### src/rtl/xbc_pkg.sv
package xbc_pkg;

   typedef enum logic [2:0] {
      PH_IDLE = 3'd0,
      PH_T1   = 3'd1,
      PH_T2   = 3'd2,
      PH_T3   = 3'd3,
      PH_TW   = 3'd4,
      PH_T4   = 3'd5
   } phase_e;

   localparam int unsigned XBC_MIN_PHASE_CLKS = 2;
   localparam int unsigned XBC_MAX_PHASE_CLKS = 15;

endpackage

### src/rtl/xbc_state_timer.sv
module xbc_state_timer #(
   parameter int unsigned CLK_W    = 4,
   parameter int unsigned MIN_CLKS = 2,
   parameter int unsigned MAX_CLKS = 15
) (
   input  logic             clk,
   input  logic             rst_n,
   input  logic             start,
   input  logic             active,
   input  logic [CLK_W-1:0] cfg_clks,
   output logic             last,
   output logic             pre_last,
   output logic             half_hit
);

   localparam logic [CLK_W-1:0] MIN_V = CLK_W'(MIN_CLKS);
   localparam logic [CLK_W-1:0] MAX_V = CLK_W'(MAX_CLKS);
   localparam logic [CLK_W-1:0] ONE   = CLK_W'(1);
   localparam logic [CLK_W-1:0] TWO   = CLK_W'(2);

   logic [CLK_W-1:0] n_eff;
   logic [CLK_W-1:0] n_q;
   logic [CLK_W-1:0] cnt_q;
   logic [CLK_W-1:0] half_v;

   // clamp the programmed length into the legal window
   always_comb begin
      if (cfg_clks < MIN_V)
         n_eff = MIN_V;
      else if (cfg_clks > MAX_V)
         n_eff = MAX_V;
      else
         n_eff = cfg_clks;
   end

   assign half_v   = n_q >> 1;
   assign last     = active && (cnt_q == (n_q - ONE));
   assign pre_last = active && (cnt_q == (n_q - TWO));
   assign half_hit = active && (cnt_q == (half_v - ONE));

   always_ff @(posedge clk or negedge rst_n) begin
      if (!rst_n) begin
         n_q   <= MIN_V;
         cnt_q <= '0;
      end else if (start) begin
         n_q   <= n_eff;
         cnt_q <= '0;
      end else if (active) begin
         cnt_q <= last ? '0 : cnt_q + ONE;
      end
   end

endmodule

### src/rtl/xbc_phase_seq.sv
module xbc_phase_seq
   import xbc_pkg::*;
(
   input  logic   clk,
   input  logic   rst_n,
   input  logic   start,
   input  logic   last,
   input  logic   pre_last,
   input  logic   half_hit,
   input  logic   rdy,
   output logic   idle,
   output logic   active,
   output logic   ev_ale_fall,
   output logic   ev_t2,
   output logic   ev_t4,
   output logic   ev_end
);

   phase_e phase_q;
   logic   wait_q;

   assign idle        = (phase_q == PH_IDLE);
   assign active      = !idle;
   assign ev_ale_fall = (phase_q == PH_T1) && half_hit;
   assign ev_t2       = (phase_q == PH_T1) && last;
   assign ev_t4       = last && (((phase_q == PH_T3) && !wait_q) ||
                                 ((phase_q == PH_TW) && rdy));
   assign ev_end      = (phase_q == PH_T4) && last;

   always_ff @(posedge clk or negedge rst_n) begin
      if (!rst_n) begin
         phase_q <= PH_IDLE;
         wait_q  <= 1'b0;
      end else begin
         if (start) begin
            phase_q <= PH_T1;
         end else if (last) begin
            unique case (phase_q)
               PH_T1:   phase_q <= PH_T2;
               PH_T2:   phase_q <= PH_T3;
               PH_T3:   phase_q <= wait_q ? PH_TW : PH_T4;
               PH_TW:   phase_q <= rdy ? PH_T4 : PH_TW;
               PH_T4:   phase_q <= PH_IDLE;
               default: phase_q <= PH_IDLE;
            endcase
         end
         // single look at ready, one clock before T3 opens
         if ((phase_q == PH_T2) && pre_last)
            wait_q <= !rdy;
         else if (start)
            wait_q <= 1'b0;
      end
   end

endmodule

### src/rtl/xbc_pin_stage.sv
module xbc_pin_stage #(
   parameter int unsigned ADDR_W         = 24,
   parameter int unsigned DATA_W         = 8,
   parameter bit          IDLE_DATA_ZERO = 1'b1
) (
   input  logic              clk,
   input  logic              rst_n,
   input  logic              start,
   input  logic              req_write,
   input  logic              req_io,
   input  logic [ADDR_W-1:0] req_addr,
   input  logic [DATA_W-1:0] req_wdata,
   input  logic              ev_ale_fall,
   input  logic              ev_t2,
   input  logic              ev_t4,
   input  logic              ev_end,
   input  logic [DATA_W-1:0] bus_rdata,
   output logic              done,
   output logic [DATA_W-1:0] rd_data,
   output logic [ADDR_W-1:0] bus_addr,
   output logic [DATA_W-1:0] bus_wdata,
   output logic              bus_wdata_oe,
   output logic              bus_cs_n,
   output logic              bus_ale,
   output logic              bus_rd_n,
   output logic              bus_wr_n,
   output logic              bus_mreq_n,
   output logic              bus_iorq_n
);

   logic wr_q;
   logic io_q;

   always_ff @(posedge clk or negedge rst_n) begin
      if (!rst_n) begin
         wr_q         <= 1'b0;
         io_q         <= 1'b0;
         bus_addr     <= '0;
         bus_wdata_oe <= 1'b0;
         bus_cs_n     <= 1'b1;
         bus_ale      <= 1'b0;
         bus_rd_n     <= 1'b1;
         bus_wr_n     <= 1'b1;
         bus_mreq_n   <= 1'b1;
         bus_iorq_n   <= 1'b1;
         rd_data      <= '0;
         done         <= 1'b0;
      end else begin
         done <= ev_end;
         if (start) begin
            wr_q         <= req_write;
            io_q         <= req_io;
            bus_addr     <= req_addr;
            bus_wdata_oe <= req_write;
            bus_cs_n     <= 1'b0;
            bus_ale      <= 1'b1;
         end
         if (ev_ale_fall)
            bus_ale <= 1'b0;
         if (ev_t2) begin
            bus_rd_n   <= wr_q;
            bus_wr_n   <= !wr_q;
            bus_mreq_n <= io_q;
            bus_iorq_n <= !io_q;
         end
         if (ev_t4) begin
            bus_rd_n <= 1'b1;
            bus_wr_n <= 1'b1;
            if (!wr_q)
               rd_data <= bus_rdata;
         end
         if (ev_end) begin
            bus_cs_n     <= 1'b1;
            bus_mreq_n   <= 1'b1;
            bus_iorq_n   <= 1'b1;
            bus_wdata_oe <= 1'b0;
         end
      end
   end

   // outgoing data register: either parked at zero between cycles or left holding
   generate
      if (IDLE_DATA_ZERO) begin : g_wd_park
         always_ff @(posedge clk or negedge rst_n) begin
            if (!rst_n)
               bus_wdata <= '0;
            else if (start)
               bus_wdata <= req_write ? req_wdata : '0;
            else if (ev_end)
               bus_wdata <= '0;
         end
      end else begin : g_wd_hold
         always_ff @(posedge clk or negedge rst_n) begin
            if (!rst_n)
               bus_wdata <= '0;
            else if (start && req_write)
               bus_wdata <= req_wdata;
         end
      end
   endgenerate

endmodule

### src/rtl/xbc_bus_master.sv
module xbc_bus_master
   import xbc_pkg::*;
#(
   parameter int unsigned ADDR_W         = 24,
   parameter int unsigned DATA_W         = 8,
   parameter int unsigned CLK_W          = 4,
   parameter int unsigned MIN_CLKS       = XBC_MIN_PHASE_CLKS,
   parameter int unsigned MAX_CLKS       = XBC_MAX_PHASE_CLKS,
   parameter bit          IDLE_DATA_ZERO = 1'b1
) (
   input  logic              clk,
   input  logic              rst_n,
   input  logic              req_valid,
   output logic              req_ready,
   input  logic              req_write,
   input  logic              req_io,
   input  logic [ADDR_W-1:0] req_addr,
   input  logic [DATA_W-1:0] req_wdata,
   input  logic [CLK_W-1:0]  cfg_state_clks,
   output logic              done,
   output logic [DATA_W-1:0] rd_data,
   output logic [ADDR_W-1:0] bus_addr,
   output logic [DATA_W-1:0] bus_wdata,
   output logic              bus_wdata_oe,
   input  logic [DATA_W-1:0] bus_rdata,
   output logic              bus_cs_n,
   output logic              bus_ale,
   output logic              bus_rd_n,
   output logic              bus_wr_n,
   output logic              bus_mreq_n,
   output logic              bus_iorq_n,
   input  logic              bus_rdy
);

   localparam int unsigned CNT_SPAN = (1 << CLK_W) - 1;

   generate
      if (MIN_CLKS < 2) begin : g_bad_min
         $error("xbc_bus_master: MIN_CLKS must be at least 2");
      end
      if (MAX_CLKS < MIN_CLKS || MAX_CLKS > CNT_SPAN) begin : g_bad_max
         $error("xbc_bus_master: MAX_CLKS out of range for CLK_W");
      end
      if (ADDR_W < 1 || DATA_W < 1) begin : g_bad_width
         $error("xbc_bus_master: bus widths must be positive");
      end
   endgenerate

   logic idle;
   logic active;
   logic start;
   logic last;
   logic pre_last;
   logic half_hit;
   logic ev_ale_fall;
   logic ev_t2;
   logic ev_t4;
   logic ev_end;

   assign req_ready = idle;
   assign start     = req_valid && idle;

   xbc_state_timer #(
      .CLK_W    (CLK_W),
      .MIN_CLKS (MIN_CLKS),
      .MAX_CLKS (MAX_CLKS)
   ) i_timer (
      .clk      (clk),
      .rst_n    (rst_n),
      .start    (start),
      .active   (active),
      .cfg_clks (cfg_state_clks),
      .last     (last),
      .pre_last (pre_last),
      .half_hit (half_hit)
   );

   xbc_phase_seq i_seq (
      .clk         (clk),
      .rst_n       (rst_n),
      .start       (start),
      .last        (last),
      .pre_last    (pre_last),
      .half_hit    (half_hit),
      .rdy         (bus_rdy),
      .idle        (idle),
      .active      (active),
      .ev_ale_fall (ev_ale_fall),
      .ev_t2       (ev_t2),
      .ev_t4       (ev_t4),
      .ev_end      (ev_end)
   );

   xbc_pin_stage #(
      .ADDR_W         (ADDR_W),
      .DATA_W         (DATA_W),
      .IDLE_DATA_ZERO (IDLE_DATA_ZERO)
   ) i_pins (
      .clk          (clk),
      .rst_n        (rst_n),
      .start        (start),
      .req_write    (req_write),
      .req_io       (req_io),
      .req_addr     (req_addr),
      .req_wdata    (req_wdata),
      .ev_ale_fall  (ev_ale_fall),
      .ev_t2        (ev_t2),
      .ev_t4        (ev_t4),
      .ev_end       (ev_end),
      .bus_rdata    (bus_rdata),
      .done         (done),
      .rd_data      (rd_data),
      .bus_addr     (bus_addr),
      .bus_wdata    (bus_wdata),
      .bus_wdata_oe (bus_wdata_oe),
      .bus_cs_n     (bus_cs_n),
      .bus_ale      (bus_ale),
      .bus_rd_n     (bus_rd_n),
      .bus_wr_n     (bus_wr_n),
      .bus_mreq_n   (bus_mreq_n),
      .bus_iorq_n   (bus_iorq_n)
   );

endmodule

### config.mk
export PLATFORM = sky130hd
export DESIGN_NAME = xbc_bus_master
export DESIGN_NICKNAME = d
export VERILOG_FILES = /design/src/rtl/xbc_pkg.sv /design/src/rtl/xbc_state_timer.sv /design/src/rtl/xbc_phase_seq.sv /design/src/rtl/xbc_pin_stage.sv /design/src/rtl/xbc_bus_master.sv
export SDC_FILE = /design/constraint.sdc
export NUM_CORES = 1
export LEC_CHECK = 0
export BUFFER_PORTS_ARGS = -buffer_cell sky130_fd_sc_hd__clkbuf_2
export CORE_UTILIZATION = 29
export CTS_CLUSTER_DIAMETER = 150
export CTS_CLUSTER_SIZE = 16
export DETAILED_ROUTE_END_ITERATION = 7
export GPL_TIMING_DRIVEN = 0
export PLACE_DENSITY = 0.48
export SLEW_MARGIN = 20
export SYNTH_ARGS = -nofsm -noshare
export SYNTH_HDL_FRONTEND = slang
export SYNTH_HIERARCHICAL = 1
export SYNTH_SLANG_ARGS = --single-unit
### constraint.sdc
create_clock -name clk -period 3.3 [get_ports clk]
set_input_delay 0.33 -clock clk [delete_from_list [all_inputs] [get_ports clk]]
set_output_delay 0.33 -clock clk [all_outputs]
set_load 0.01 [all_outputs]
### Word level (Yosys, flattened, before mapping)

Cells that the tools add are included.

* register bits after elaboration: 62
* output and inout bits: 49
* word-level logic and storage cells: 86

* $add $sub $neg: 4
* order comparisons: 2
* equality and inequality tests: 9
* mux-type cells: 28
* bitwise operators: 1
* reductions and logical operators: 25

Operator list (number)
* $mux 8: 3
* $mux 4: 5
* $mux 1: 17
* $eq 4x4->1: 3
* $pmux 3 s4: 1
* $reduce_bool 2->1: 6
* $logic_and 1x1->1: 11
* $eq 3x2->1 const B: 2
* $eq 3x3->1 const B: 2
* $mux 3: 2
* $logic_not 1->1: 5
* $add 4x1->4 const B: 1
* $gt 4x4->1 const B: 1
* $lt 4x2->1 const B: 1
* $sub 3x1->4 const B: 1
* $sub 4x1->4 const B: 1
* $sub 4x2->4 const B: 1
* $eq 3x1->1 const B: 1
* $logic_not 3->1: 1
* $ne 2x1->1 const B: 1
* $reduce_and 2->1: 1
* $logic_or 1x1->1: 1
* $not 1->1: 1

### Longest topological paths before layout

* word-level depth: 6
* mapped depth: 9
* mapped depth without buffers: 9

### Hierarchy

Netlist, hierarchy kept.

By module, submodules not included
* xbc_pin_stage: instances 1, cells each 115, area an instance 1899.3 sq um, sequential area each 1257.5 sq um
* xbc_state_timer: instances 1, cells each 60, area an instance 614.3 sq um, sequential area each 201.4 sq um
* xbc_phase_seq: instances 1, cells each 32, area an instance 280.3 sq um, sequential area each 100.1 sq um
* xbc_bus_master: instances 1, cells each 1, area an instance 6.3 sq um, sequential area each 0.0 sq um

### Least setup slack after synthesis

Ideal clock, no wire load.

* path type: register to register
* start point: register i_timer.n_q[1]
* end point: register i_pins.bus_wdata[4]
* setup time: 0.122 ns
* arrival: 2.556 ns
* required time: 3.178 ns
* path slack: 0.623 ns
* stages on the path, launching flop included: 10
* buffers on the path: 0
* cells stage by stage: dfstp_2 -> inv_1 -> ha_1 -> xor3_2 -> nor4b_4 -> and2_1 -> nand2_2 -> nor3b_1 -> nor2_2 -> a32o_1

* longest elaborated chain between the ends: 5

Ends and longest elaborated chain
* start: declaration: line xbc_state_timer.sv:22 `logic [CLK_W-1:0] n_q;`
* start signal: assignment: line xbc_state_timer.sv:46 `n_q <= n_eff;`
* $sub 4x1->4: line xbc_state_timer.sv:37 `assign last = active && (cnt_q == (n_q - ONE));`
* $eq 4x4->1: line xbc_state_timer.sv:37
* $logic_and 1x1->1: line xbc_state_timer.sv:37
* via last: line xbc_bus_master.sv:52 `logic last;`
* $logic_and 1x1->1: line xbc_phase_seq.sv:28 `assign ev_end = (phase_q == PH_T4) && last;`
* via ev_end: line xbc_bus_master.sv:58 `logic ev_end;`
* $reduce_bool 2->1 (no source line)
* end signal: assignment: line xbc_pin_stage.sv:88 `bus_wdata <= req_write ? req_wdata : '0;`
* end: declaration: line xbc_pin_stage.sv:21 `output logic [DATA_W-1:0] bus_wdata,`

The timed path passes the listed nets, and every way through them passes these cells.
A chain may end at the register's enable or synchronous reset.

### Final worst setup path

* start point: register i_timer.n_q[1]
* end point: register i_pins.rd_data[7]

* longest elaborated chain between the ends: 5

Ends and longest elaborated chain
* $sub 4x1->4: line xbc_state_timer.sv:37
* $eq 4x4->1: line xbc_state_timer.sv:37
* $logic_and 1x1->1: line xbc_state_timer.sv:37
* via last: line xbc_bus_master.sv:52
* $logic_and 1x1->1: line xbc_phase_seq.sv:26 `assign ev_t4 = last && (((phase_q == PH_T3) && !wait_q) ||`
* via ev_t4: line xbc_bus_master.sv:57 `logic ev_t4;`
* $reduce_and 2->1 (no source line)
* end signal: assignment: line xbc_pin_stage.sv:70 `rd_data <= bus_rdata;`
* end: declaration: line xbc_pin_stage.sv:19 `output logic [DATA_W-1:0] rd_data,`

The timed path passes the listed nets, and every way through them passes these cells.

==> results.yml <==
outcome:
  status: "finished, final reports clean"
synthesis:
  synth-main-ff-cell: "dfrtp_1"
  synth_nets: 262
  netlist-cell-type-count: 48
  synth_area_um2: 2800
  yosysWarnings: 6
  synth_seq_cells: 62
  async_reset_ff_share_pct: 100.0
  synth-edff-count: 0
  postSynthAreaPerCell_um2: 13.46
  seq_area_frac_synth_pct: 55.67
  syn_inst: 208
placement:
  port_buffers: 98
  dp_slack_ns: 0.1232
  placed_area_um2: 3482
  hpwlAfterDp_mm: 4.191
  gp_congestion: 0.7760
  place_inst: 436
power:
  powerDensity_nw_per_um2: 986.7
  p_leak_nw: 1.799
  vdd_drop_max_uv: 479.4
grt:
  met2_usage_pct: 18.60
  grt_pass1_wl_mm: 9.349
  gr-total-overflow: 0
  busiest_layer: "met2"
  met3_usage_pct: 5.292
  track_usage_pct: 12.06
  antenna_found_initial: 0
  grt_pass1_vias: 1942
  grt_max_degree: 45
  use_met1_pct: 15.24
timing:
  worst_clock_skew_ns: 0.005715
  period_minus_slack_ns: 2.882
  worst_slack_ns: 0.4175
  max_slew_margin_pct: 62.86
  tns_ns: 0
  maxSlewViolCount: 0
  worst_slew_pin_slew_ns: 0.5571
  rsz0062_at_grt: "no"
  period_share_pct: 87.35
  hold_viol: 0
  fmax_ghz: 0.3469
  setup_viol: 0
setup_path:
  endpoint: "i_pins/rd_data[7]"
  critPathMaxFanout: 8
  cp.arrival_ns: 3.10
  cp_num_cells: 9
  critPathSlowestCell: "dfstp_2"
  worst-path-buf-inv: 2
  crit_family: "simple AND/OR/NAND/NOR gates"
  path_class: "flop to flop"
  ff2ff_path_depth: 9
  start_kind: "flop"
  r2r_slack_ns: 0.42
  startpoint: "i_timer/n_q[1]"
  crit_chain: "inv_1, ha_1, xnor2_1, nor4b_4, and2_1, nor2b_1, nor2b_4, buf_6, mux2_2"
  r2r-end: "i_pins/rd_data[7]"
  r2r-start: "i_timer/n_q[1]"
  required_ns: 3.52
  critPathCaptureType: "flop"
  cp_slowest_stage_delay_ns: 0.57
route:
  via_count: 1985
  postRouteAntennaNets: 0
  wire_per_inst_um: 12.71
  post-route-drc-count: 0
  first_pass_iters: 4
  viasPerCell: 4.382
  drt-total-wl_mm: 5.759
  drt_iter0_drc: 59
clocking:
  htree_levels: 3
  cts-root-buf: "clkbuf_8"
  clk_pin_slew_worst_paths_ns: 0.07
  cts_tree: "yes"
  cts_setup_buffers: 0
  cts_buffer_depth: 2
  clkSinkCount: 62
  cts_buffers: 9
  clk_latency_ns: 0.33
die:
  die_w_um: 100.3
  placementRows: 35
  core_um2: 9284
  ioPinCount: 99
  die_area_um2: 10050
  start_util_pct: 30.16
  die_y_um: 100.3
worst_hold_path:
  hold_path_class: "input pin to flop"
  min_from: "bus_rdy"
cells_and_area:
  fillCellCount: 963
  fin_nets: 373
  diodes: 0
  final_core_util_pct: 39.81
  design_area_um2: 3696
  area_growth_syn_to_layout_pct: 31.99
  drive_gt1_share_pct: 53.70
  final_cells: 453
run:
  maxCapViolations: 0
[logic make-up (layout without fill, tap and decap cells)]
group                      Yosys count  after routing  synth area share [%]
AOI/OAI and AO/OA                   31             31                 8.758
xor gates and xnor gates            16             16                 5.585
adders and majority gates            4              4                 1.787
buffers and inverters               18            134                 4.200
DFF                                 62             62                 55.67
muxes                               37             37                 15.33
and+or+nand+nor                     40             40                 8.669
[stage by stage]
step | hold WS [ns] | total power [W]
global placement | 0.4784 | 0.002999
global route | 0.1759 | 0.003956
floorplan | 0.03441 | 0.002499
finish | 0.1875 | 0.003647
detailed placement | 0.2683 | 0.003021
CTS | 0.1723 | 0.003714
[placed cells by master, fill, tap and decap left out, types with 5 or more instances in the layout]
| cell | instances |
|---|---|
| inv_1 | 8 |
| xnor2_1 | 7 |
| a22o_1 | 6 |
| buf_6 | 6 |
| clkbuf_2 | 97 |
| xor2_1 | 8 |
| dfstp_2 | 6 |
| mux2_2 | 31 |
| nor2_1 | 8 |
| clkbuf_8 | 10 |
| nand2_1 | 7 |
| o21ai_0 | 5 |
| dfrtp_1 | 56 |
| nor3_1 | 5 |
[routing by layer]
layer | routed length [um] | part of all wire (%) | vias up
met5 | 0 | 0 | -
met4 | 87 | 1.5 | 0
met3 | 385 | 6.7 | 8
met2 | 2614 | 45 | 70
met1 | 2672 | 46 | 952
li1 | - | - | 955
[power breakdown]
| group | internal (W) | leakage [nW] | switching, W | total, W |
|---|---|---|---|---|
| logic | 0.000840 | 0.940 | 0.000767 | 0.00161 |
| clock network | 0.000366 | 0.102 | 0.000304 | 0.000670 |
| registers | 0.00114 | 0.757 | 0.000229 | 0.00137 |
[sequential cells by signal, indices dropped and copies added (netlist names), 3 cells and up]
signal	flops
i_pins/bus_addr	24
i_pins/rd_data	8
i_pins/bus_wdata	8
i_timer/n_q	4
i_timer/cnt_q	4
i_seq/phase_q	3
[worst min-delay path by stage]
stage,endpoint,cells after the start,slack (ns)
3_5_place_dp,i_pins/rd_data[0],1,0.27
3_3_place_gp,i_pins/bus_wdata[4],1,0.48
4_1_cts,i_seq/wait_q,2,0.17
2_1_floorplan,i_pins/bus_addr[0],0,0.03
6_report,i_seq/wait_q,2,0.19
5_1_grt,i_seq/wait_q,2,0.18
[Yosys cell counts (3+ instances only)]
cell      count  area, um^2
dfrtp_1      56        1401
mux2_2       31       349.1
inv_1         8       30.03
nor2_1        8       30.03
xor2_1        8       70.07
nand2_1       7       26.28
xnor2_1       7       61.31
a22o_1        6       52.55
buf_6         6       67.56
dfstp_2       6       157.7
nor3_1        5       25.02
o21ai_0       5       25.02
ha_1          4       50.05
mux2_4        4       60.06
a211oi_1      3       22.52
and2_1        3       18.77
nor2b_1       3       18.77
[area by class of cell]
cell class                      instances  area (um^2)  area share [%]
Timing Repair Buffer                  100        530.5           14.35
Clock inverter                          6        61.31           1.659
Multi-Input combinational cell        128         1129           30.53
Buffer                                 10        87.58           2.370
Clock buffer                           10        137.6           3.724
Tap cell                              129        161.4           4.367
Inverter                                8        30.03          0.8125
Sequential cell                        62         1559           42.18
[what timing repair did]
item                                    4_1_cts  5_1_grt
hold buffers                                  1        0
hold endpoints to repair                     16        0
resized for setup                             0        1
endpoints found under the setup margin        0        8
Note: power is estimated with default switching activity, not from simulation.
